`src/rtl/serial_port_hs_pkg.sv`:
```
package serial_port_hs_pkg;
  typedef enum logic [1:0] {RX_IDLE, RX_START, RX_DATA, RX_STOP} rx_state_t;

  localparam int ST_READY_BIT = 0;
  localparam int ST_SHEMPTY_BIT = 1;
  localparam int ST_HOLDEMPTY_BIT = 2;
  localparam int ST_OVERRUN_BIT = 4;
endpackage

```
`src/rtl/serial_port_hs_tx.sv`:
```
module serial_port_hs_tx #(
  parameter int CLKS_PER_BIT = 16,
  parameter int CHAR_W = 8
) (
  input  logic              clk,
  input  logic              rst_n,
  input  logic              wr_i,
  input  logic [CHAR_W-1:0] wr_char_i,
  input  logic              clr_flags_i,
  output logic              tx_o,
  output logic              sh_empty_o,
  output logic              hold_empty_o,
  output logic              done_o
);
  localparam int CW = (CLKS_PER_BIT > 1) ? $clog2(CLKS_PER_BIT) : 1;
  localparam int FRAME_W = CHAR_W + 2;
  localparam int BW = $clog2(FRAME_W + 1);
  localparam logic [CW-1:0] LAST_TICK = CW'(CLKS_PER_BIT - 1);
  localparam logic [BW-1:0] LAST_BIT = BW'(FRAME_W - 1);

  logic [FRAME_W-1:0] frame_q;
  logic [CHAR_W-1:0]  hold_q;
  logic [CW-1:0]      tick_q;
  logic [BW-1:0]      bit_q;
  logic               busy_q;
  logic               sh_empty_q;
  logic               hold_empty_q;

  assign done_o = busy_q && (bit_q == LAST_BIT) && (tick_q == LAST_TICK);
  assign tx_o = busy_q ? frame_q[0] : 1'b1;
  assign sh_empty_o = sh_empty_q;
  assign hold_empty_o = hold_empty_q;

  always_ff @(posedge clk or negedge rst_n) begin
    if (!rst_n) begin
      frame_q <= '1;
      hold_q <= '0;
      tick_q <= '0;
      bit_q <= '0;
      busy_q <= 1'b0;
      sh_empty_q <= 1'b1;
      hold_empty_q <= 1'b1;
    end else begin
      if (busy_q) begin
        if (tick_q == LAST_TICK) begin
          tick_q <= '0;
          frame_q <= {1'b1, frame_q[FRAME_W-1:1]};
          bit_q <= bit_q + 1'b1;
        end else begin
          tick_q <= tick_q + 1'b1;
        end
      end
      if (done_o) begin
        busy_q <= 1'b0;
        if (!hold_empty_q) begin
          frame_q <= {1'b1, hold_q, 1'b0};
          busy_q <= 1'b1;
          bit_q <= '0;
          tick_q <= '0;
          if (wr_i) hold_q <= wr_char_i;
          else hold_empty_q <= 1'b1;
        end else if (wr_i) begin
          frame_q <= {1'b1, wr_char_i, 1'b0};
          busy_q <= 1'b1;
          bit_q <= '0;
          tick_q <= '0;
        end else begin
          sh_empty_q <= 1'b1;
        end
      end else if (wr_i) begin
        if (sh_empty_q) begin
          frame_q <= {1'b1, wr_char_i, 1'b0};
          busy_q <= 1'b1;
          bit_q <= '0;
          tick_q <= '0;
          sh_empty_q <= 1'b0;
        end else begin
          hold_q <= wr_char_i;
          hold_empty_q <= 1'b0;
        end
      end
      if (clr_flags_i) begin
        sh_empty_q <= 1'b0;
        hold_empty_q <= 1'b0;
      end
    end
  end
endmodule

```
`src/rtl/serial_port_hs_rx.sv`:
```
module serial_port_hs_rx
  import serial_port_hs_pkg::*;
#(
  parameter int CLKS_PER_BIT = 16,
  parameter int CHAR_W = 8
) (
  input  logic              clk,
  input  logic              rst_n,
  input  logic              rx_i,
  output logic              got_o,
  output logic [CHAR_W-1:0] char_o
);
  localparam int CW = (CLKS_PER_BIT > 1) ? $clog2(CLKS_PER_BIT) : 1;
  localparam int IW = (CHAR_W > 1) ? $clog2(CHAR_W) : 1;
  localparam logic [CW-1:0] LAST_TICK = CW'(CLKS_PER_BIT - 1);
  localparam logic [CW-1:0] HALF_TICK = CW'((CLKS_PER_BIT / 2) - 1);
  localparam logic [IW-1:0] LAST_IDX = IW'(CHAR_W - 1);

  logic [1:0]        sync_q;
  logic              line;
  rx_state_t         state_q;
  logic [CW-1:0]     tick_q;
  logic [IW-1:0]     idx_q;
  logic [CHAR_W-1:0] shift_q;
  logic              got_q;

  assign line = sync_q[1];
  assign got_o = got_q;
  assign char_o = shift_q;

  always_ff @(posedge clk or negedge rst_n) begin
    if (!rst_n) begin
      sync_q <= 2'b11;
      state_q <= RX_IDLE;
      tick_q <= '0;
      idx_q <= '0;
      shift_q <= '0;
      got_q <= 1'b0;
    end else begin
      sync_q <= {sync_q[0], rx_i};
      got_q <= 1'b0;
      case (state_q)
        RX_IDLE: begin
          tick_q <= '0;
          if (!line) state_q <= RX_START;
        end
        RX_START: begin
          if (tick_q == HALF_TICK) begin
            tick_q <= '0;
            idx_q <= '0;
            state_q <= line ? RX_IDLE : RX_DATA;
          end else begin
            tick_q <= tick_q + 1'b1;
          end
        end
        RX_DATA: begin
          if (tick_q == LAST_TICK) begin
            tick_q <= '0;
            shift_q <= {line, shift_q[CHAR_W-1:1]};
            if (idx_q == LAST_IDX) state_q <= RX_STOP;
            else idx_q <= idx_q + 1'b1;
          end else begin
            tick_q <= tick_q + 1'b1;
          end
        end
        default: begin
          if (tick_q == LAST_TICK) begin
            tick_q <= '0;
            got_q <= 1'b1;
            state_q <= RX_IDLE;
          end else begin
            tick_q <= tick_q + 1'b1;
          end
        end
      endcase
    end
  end
endmodule

```
`src/rtl/serial_port_hs.sv`:
```
module serial_port_hs
  import serial_port_hs_pkg::*;
#(
  parameter int CLKS_PER_BIT = 16,
  parameter int CHAR_W = 8,
  parameter int DATA_W = 32,
  parameter int ADDR_W = 8,
  parameter int CHAR_OFS = 'h70,
  parameter int STAT_OFS = 'h74
) (
  input  logic              clk,
  input  logic              rst_n,
  input  logic              bus_sel_i,
  input  logic              bus_we_i,
  input  logic [ADDR_W-1:0] bus_addr_i,
  input  logic [CHAR_W-1:0] bus_wdata_i,
  output logic [DATA_W-1:0] bus_rdata_o,
  input  logic              rx_i,
  output logic              tx_o,
  output logic              irq_o
);
  localparam logic [ADDR_W-1:0] CHAR_A = ADDR_W'(CHAR_OFS);
  localparam logic [ADDR_W-1:0] STAT_A = ADDR_W'(STAT_OFS);

  logic              char_hit, stat_hit;
  logic              tx_wr, stat_wr, data_rd;
  logic              sre, hre, tx_done;
  logic              rx_got;
  logic [CHAR_W-1:0] rx_char;
  logic [CHAR_W-1:0] rx_q;
  logic              dr_q, ovr_q, irq_q;
  logic [DATA_W-1:0] status;

  assign char_hit = (bus_addr_i == CHAR_A);
  assign stat_hit = (bus_addr_i == STAT_A);
  assign tx_wr   = bus_sel_i && bus_we_i && char_hit;
  assign stat_wr = bus_sel_i && bus_we_i && stat_hit;
  assign data_rd = bus_sel_i && !bus_we_i && char_hit;

  serial_port_hs_tx #(.CLKS_PER_BIT(CLKS_PER_BIT), .CHAR_W(CHAR_W)) tx_i (
    .clk(clk), .rst_n(rst_n), .wr_i(tx_wr), .wr_char_i(bus_wdata_i),
    .clr_flags_i(stat_wr), .tx_o(tx_o), .sh_empty_o(sre),
    .hold_empty_o(hre), .done_o(tx_done)
  );

  serial_port_hs_rx #(.CLKS_PER_BIT(CLKS_PER_BIT), .CHAR_W(CHAR_W)) rx_ui (
    .clk(clk), .rst_n(rst_n), .rx_i(rx_i), .got_o(rx_got), .char_o(rx_char)
  );

  always_ff @(posedge clk or negedge rst_n) begin
    if (!rst_n) begin
      dr_q <= 1'b0;
      ovr_q <= 1'b0;
      rx_q <= '0;
      irq_q <= 1'b0;
    end else begin
      irq_q <= tx_done || rx_got;
      if (stat_wr) ovr_q <= 1'b0;
      if (rx_got) begin
        if (dr_q) ovr_q <= 1'b1;
        dr_q <= 1'b1;
        rx_q <= rx_char;
      end else if (data_rd) begin
        dr_q <= 1'b0;
      end
    end
  end

  always_comb begin
    status = '0;
    status[ST_READY_BIT] = dr_q;
    status[ST_SHEMPTY_BIT] = sre;
    status[ST_HOLDEMPTY_BIT] = hre;
    status[ST_OVERRUN_BIT] = ovr_q;
  end

  always_comb begin
    bus_rdata_o = '0;
    if (bus_sel_i && !bus_we_i) begin
      if (char_hit) bus_rdata_o = DATA_W'(rx_q);
      else if (stat_hit) bus_rdata_o = status;
    end
  end

  assign irq_o = irq_q;
endmodule

```
`config.mk`:
```
export PLATFORM = sky130hd
export DESIGN_NAME = serial_port_hs
export DESIGN_NICKNAME = d
export VERILOG_FILES = /design/src/rtl/serial_port_hs_pkg.sv /design/src/rtl/serial_port_hs_tx.sv /design/src/rtl/serial_port_hs_rx.sv /design/src/rtl/serial_port_hs.sv
export SDC_FILE = /design/constraint.sdc
export NUM_CORES = 1
export LEC_CHECK = 0
export ABC_CLOCK_PERIOD_IN_PS = 4300
export BUFFER_PORTS_ARGS = -buffer_cell sky130_fd_sc_hd__buf_4
export CAP_MARGIN = 0
export CORE_ASPECT_RATIO = 0.8
export CORE_MARGIN = 10
export CORE_UTILIZATION = 40
export CTS_BUF_LIST = sky130_fd_sc_hd__clkbuf_8
export CTS_CLUSTER_SIZE = 20
export DETAILED_ROUTE_END_ITERATION = 8
export HOLD_SLACK_MARGIN = 0.02
export PLACE_DENSITY_LB_ADDON = 0.2
export SLEW_MARGIN = 20
export SYNTH_ARGS = -nofsm -noshare
export SYNTH_HDL_FRONTEND = slang
export SYNTH_HIERARCHICAL = 1
export SYNTH_SLANG_ARGS = --single-unit
export TNS_END_PERCENT = 50
```
`constraint.sdc`:
```
create_clock -name clk -period 4.3 [get_ports clk]
set_input_delay 1.29 -clock clk [delete_from_list [all_inputs] [get_ports clk]]
set_output_delay 1.29 -clock clk [all_outputs]
set_load 0.01 [all_outputs]
```
# Word level (Yosys, flattened, before mapping)
# Index checks and enable logic that the tools add are counted.
# totals
register_bits	60
in_bits	21
wordCells	132
# op_classes
n_reduce_logical	25
n_addsub	4
muxes	67
eq_ne	19
# op_table
op	count
$mux W10	7
$mux W4	16
$mux W8	7
$mux W1	24
$eq A8 B7 Y1 const B	2
$add A4 B1 Y4 const B	3
$eq A4 B4 Y1 const B	3
$mux W2	6
$reduce_bool A2 Y1	5
$mux W3	3
$ne A2 B2 Y1 const B	4
$pmux W4 S2	1
$reduce_and A4 Y1	2
$logic_and A1 B1 Y1	7
$ne A2 B1 Y1 const B	3
$ne A3 B3 Y1 const B	2
$pmux W2 S3	1
$pmux W3 S2	1
$reduce_and A2 Y1	3
$reduce_bool A3 Y1	2
$mux W5	1
$reduce_and A5 Y1	1
$eq A4 B3 Y1 const B	1
$add A3 B1 Y3 const B	1
other kinds (9)	9

# Depth between registers and ports, before layout
# depth
depth_word	6
ltp_mapped	9

# Modules after synthesis
# Netlist, hierarchy kept.
# by_module_without_submodules
module	area_each_um2	n_inst	cells_per_inst
serial_port_hs_tx	1480.2	1	132
serial_port_hs_rx	903.4	1	66
serial_port_hs	747.0	1	70

# Least setup slack after synthesis
# No wires, ideal clock.
# synth_timing
path_kind	input to output
from	input bus_addr_i[1]
to	output bus_rdata_o[3]
slack_ns	0.962
arrival_time_ns	2.048
path_stages	3
cell_sequence	nor4_4 > and3_4 > and2_1
# synth_via
elab_chain_len	3
# synth_lines
item	line_no	source
start: declaration	serial_port_hs.sv:15	input logic [ADDR_W-1:0] bus_addr_i,
$eq A8 B7 Y1	serial_port_hs.sv:34	assign char_hit = (bus_addr_i == CHAR_A);
$mux W8	serial_port_hs.sv:80	if (char_hit) bus_rdata_o = DATA_W'(rx_q);
$mux W8	serial_port_hs.sv:79	if (bus_sel_i && !bus_we_i) begin
end: declaration	serial_port_hs.sv:17	output logic [DATA_W-1:0] bus_rdata_o,
# No other way between the ends.

# Final worst setup path
# Same ends and word-level chain as after synthesis.

==> metrics <==
CTS tree=built; Worst Path Class, Setup=input port to primary output; initial antenna violation count=0; Area growth, synth to finish=12.3%; crit end category=primary output; WP data arrival=2.35 ns; FILL cells=732; Worst EP required=3.01 ns; worst path cell trace=buf_4 > nor4_4 > and3_4 > and2_1 > buf_4; clk buf depth=2; Max Slew Vio Count=0; Die ar.=11800 um^2; status=finished clean; maxcap violations=0; Iter 0 DRT Violations=76; pwr dens=457 nW/um^2; Initial DRT Pass Iterations=4; slack of the critical path=0.656 ns; # diodes=0; final setup violating endpoints=0; CP startpoint kind=input port; hold buffer count at cts=0; CTS Buf Count=9; final period utilization=0.847; postcts setup bufs=0; vias in the first global route=2105; drt drc=0; top cells by area, synth=dfrtp_1 (37%), dfstp_2 (12%), mux2_2 (7.9%), buf_4 (6.2%), mux2i_1 (2.9%); ys flop type=dfrtp_1; FF/Latch Area=1520 um^2; vias=2025; wire length per cell=14.6 um; share of post-route cells with drive strength above 1=0.321; largest net degree at the start of global routing=61; GRT Total Usage=0.106; core area=7500 um^2; Crit Path Max Fanout=6; sequential fraction of the synthesis area=0.485; Synth Cell Area=3130 um^2; Final Skew=0.00794 ns; Post-synth EDFFs=0; Die X=119 um; CTS sink count=60; max incr delay on CP=0.40 ns; first-pass GRT wire length=10500 um; die height=99.1 um; commonest non-fill, non-tap cell in the layout=dfrtp_1; Synth area leader=dfrtp_1; HPWL after DPL=4140 um; Final ANT Viol Nets=0; share of flip-flops with an asynchronous set or reset=1.00; residual overflow from global routing=0; Cell variety after synth=62; Yosys reg bits=60; Initial Util=0.418; fin crit period=3.64 ns; area taken by multi-input logic gates=1410 um^2; Post-Place Cell Area=3310 um^2; CTS root buf=clkbuf_8; Synth top area share=0.368; Synth Warn #=6; Total Neg Setup Slack=0 ns; Max transition margin=0.504; post-synthesis area per instance=11.7 um^2; Leakage=1.69 nW; min-delay worst type=flop to flop; maximum clock frequency=274 MHz; port buffer count=30; most frequent cells in the layout=dfrtp_1 (46), buf_4 (30), conb_1 (24); via/cell ratio=5.01; final hold vios=0; gpl congestion=0.737; worst slew pin tran=0.744 ns; fin nets=321; H-tree depth=3; CTS resizes=0; insertion delay to the later sink of the worst-skew pair=0.33 ns; RSZ-0062 raised after global routing=no; # IOs=55; crit path max-delay cell type=nor4_4; post-route cell area=3520 um^2; CP dominant cell by count=buf_4; maximum vdd drop=231 uV; final WL=5900 um; pre-CTS setup slack=0.635 ns; post-synthesis cell count=268; clk slew on worst S/H paths=0.06 ns; row cnt=28
==> stage by stage <==
stage | power, mW | hold WS, ns | cells | utilization
2_1_floorplan | 1.05 | 0.345 | 291 | -
3_3_place_gp | 1.10 | 0.347 | 388 | 0.442
3_5_place_dp | 1.11 | 0.347 | 388 | 0.442
4_1_cts | 1.63 | 0.356 | 404 | 0.469
5_1_grt | 1.72 | 0.359 | 404 | 0.469
6_report | 1.61 | 0.355 | 404 | 0.469
==> power by group <==
group	total, mW	switching, mW	internal, mW	leakage (nW)
clock network	0.507	0.212	0.295	0.107
logic	0.292	0.139	0.153	0.840
registers	0.807	0.123	0.684	0.742
==> layer usage <==
metal	share of wire	vias to the layer above	global-route usage	wire length (um)
met5	0	-	0	0
met4	0.0086	0	0.0319	51
met3	0.069	6	0.0469	408
met2	0.42	56	0.154	2460
met1	0.51	973	0.140	2980
li1	-	990	-	-
==> area by class of cell <==
class	instances	share of cell area
Clock inverter	5	0.0146
Tap cell	105	0.0374
Inverter	7	0.00747
Timing Repair Buffer	30	0.0641
Clock buffer	11	0.0431
Sequential cell	60	0.432
Multi-Input combinational cell	186	0.401
==> path summary, 6_finish.rpt <==
path	startpoint	end	slack, ns	cells past startpoint
worst max-delay path	bus_addr_i[1]	bus_rdata_o[3]	0.66	5
worst min-delay path	rx_ui/sync_q[0]$_DFF_PN1_	rx_ui/sync_q[1]$_DFF_PN1_	0.36	0
worst max register to register	tx_i/tick_q[0]$_DFF_PN0_	tx_i/frame_q[8]$_DFF_PN1_	1.36	6
worst min register to register	rx_ui/sync_q[0]$_DFF_PN1_	rx_ui/sync_q[1]$_DFF_PN1_	0.36	0
max in group asynchronous	rst_n	tx_i/tick_q[0]$_DFF_PN0_	2.78	1
min in group asynchronous	rst_n	rx_ui/tick_q[3]$_DFF_PN0_	1.02	1
==> state kept, by name (all words and copies together) (netlist names), 2 cells and up, named ones only <==
signal         count
tx_i/tick_q        3
rx_ui/idx_q        3
rx_ui/char_o       8
tx_i/bit_q         4
rx_ui/sync_q       2
tx_i/hold_q        8
tx_i/frame_q      10
rx_ui/state_q      2
rx_q               8
rx_ui/tick_q       4
==> cell families (layout without fill, tap and decap cells) <==
group                      count (synthesis)  count (layout)  synth area share
and+or+nand+nor                           61              61             0.134
DFF                                       60              60             0.485
AOI/OAI and AO/OA                         54              54             0.126
buffers and inverters                     45              53            0.0915
muxes                                     34              34             0.119
xor gates and xnor gates                   7               7            0.0196
adders and majority gates                  6               6            0.0240
other                                      1              24           0.00120
==> synth_stat cells (all sizes together), types with 2 or more instances <==
cell	instances
and2	7
or3	2
o221ai	2
a31oi	3
xnor2	4
clkbuf	5
nand2b	2
nand3	2
mux2	25
a22oi	4
a311oi	2
o21ai	3
o22ai	7
ha	6
a21oi	13
nor4	2
a221oi	8
o21a	2
nor2	16
a22o	4
nand4	3
nand2	9
nor2b	2
and3	4
mux2i	9
nor3	3
buf	33
inv	6
dfrtp	46
dfstp	14
xor2	3
and4	2
==> worst max-delay path: cells and delay by family <==
| family | cells | cell delay (ns) |
|---|---|---|
| buf+inv | 2 | 0.24 |
| simple gates | 3 | 0.82 |
Power figures use the tool's default switching activity.
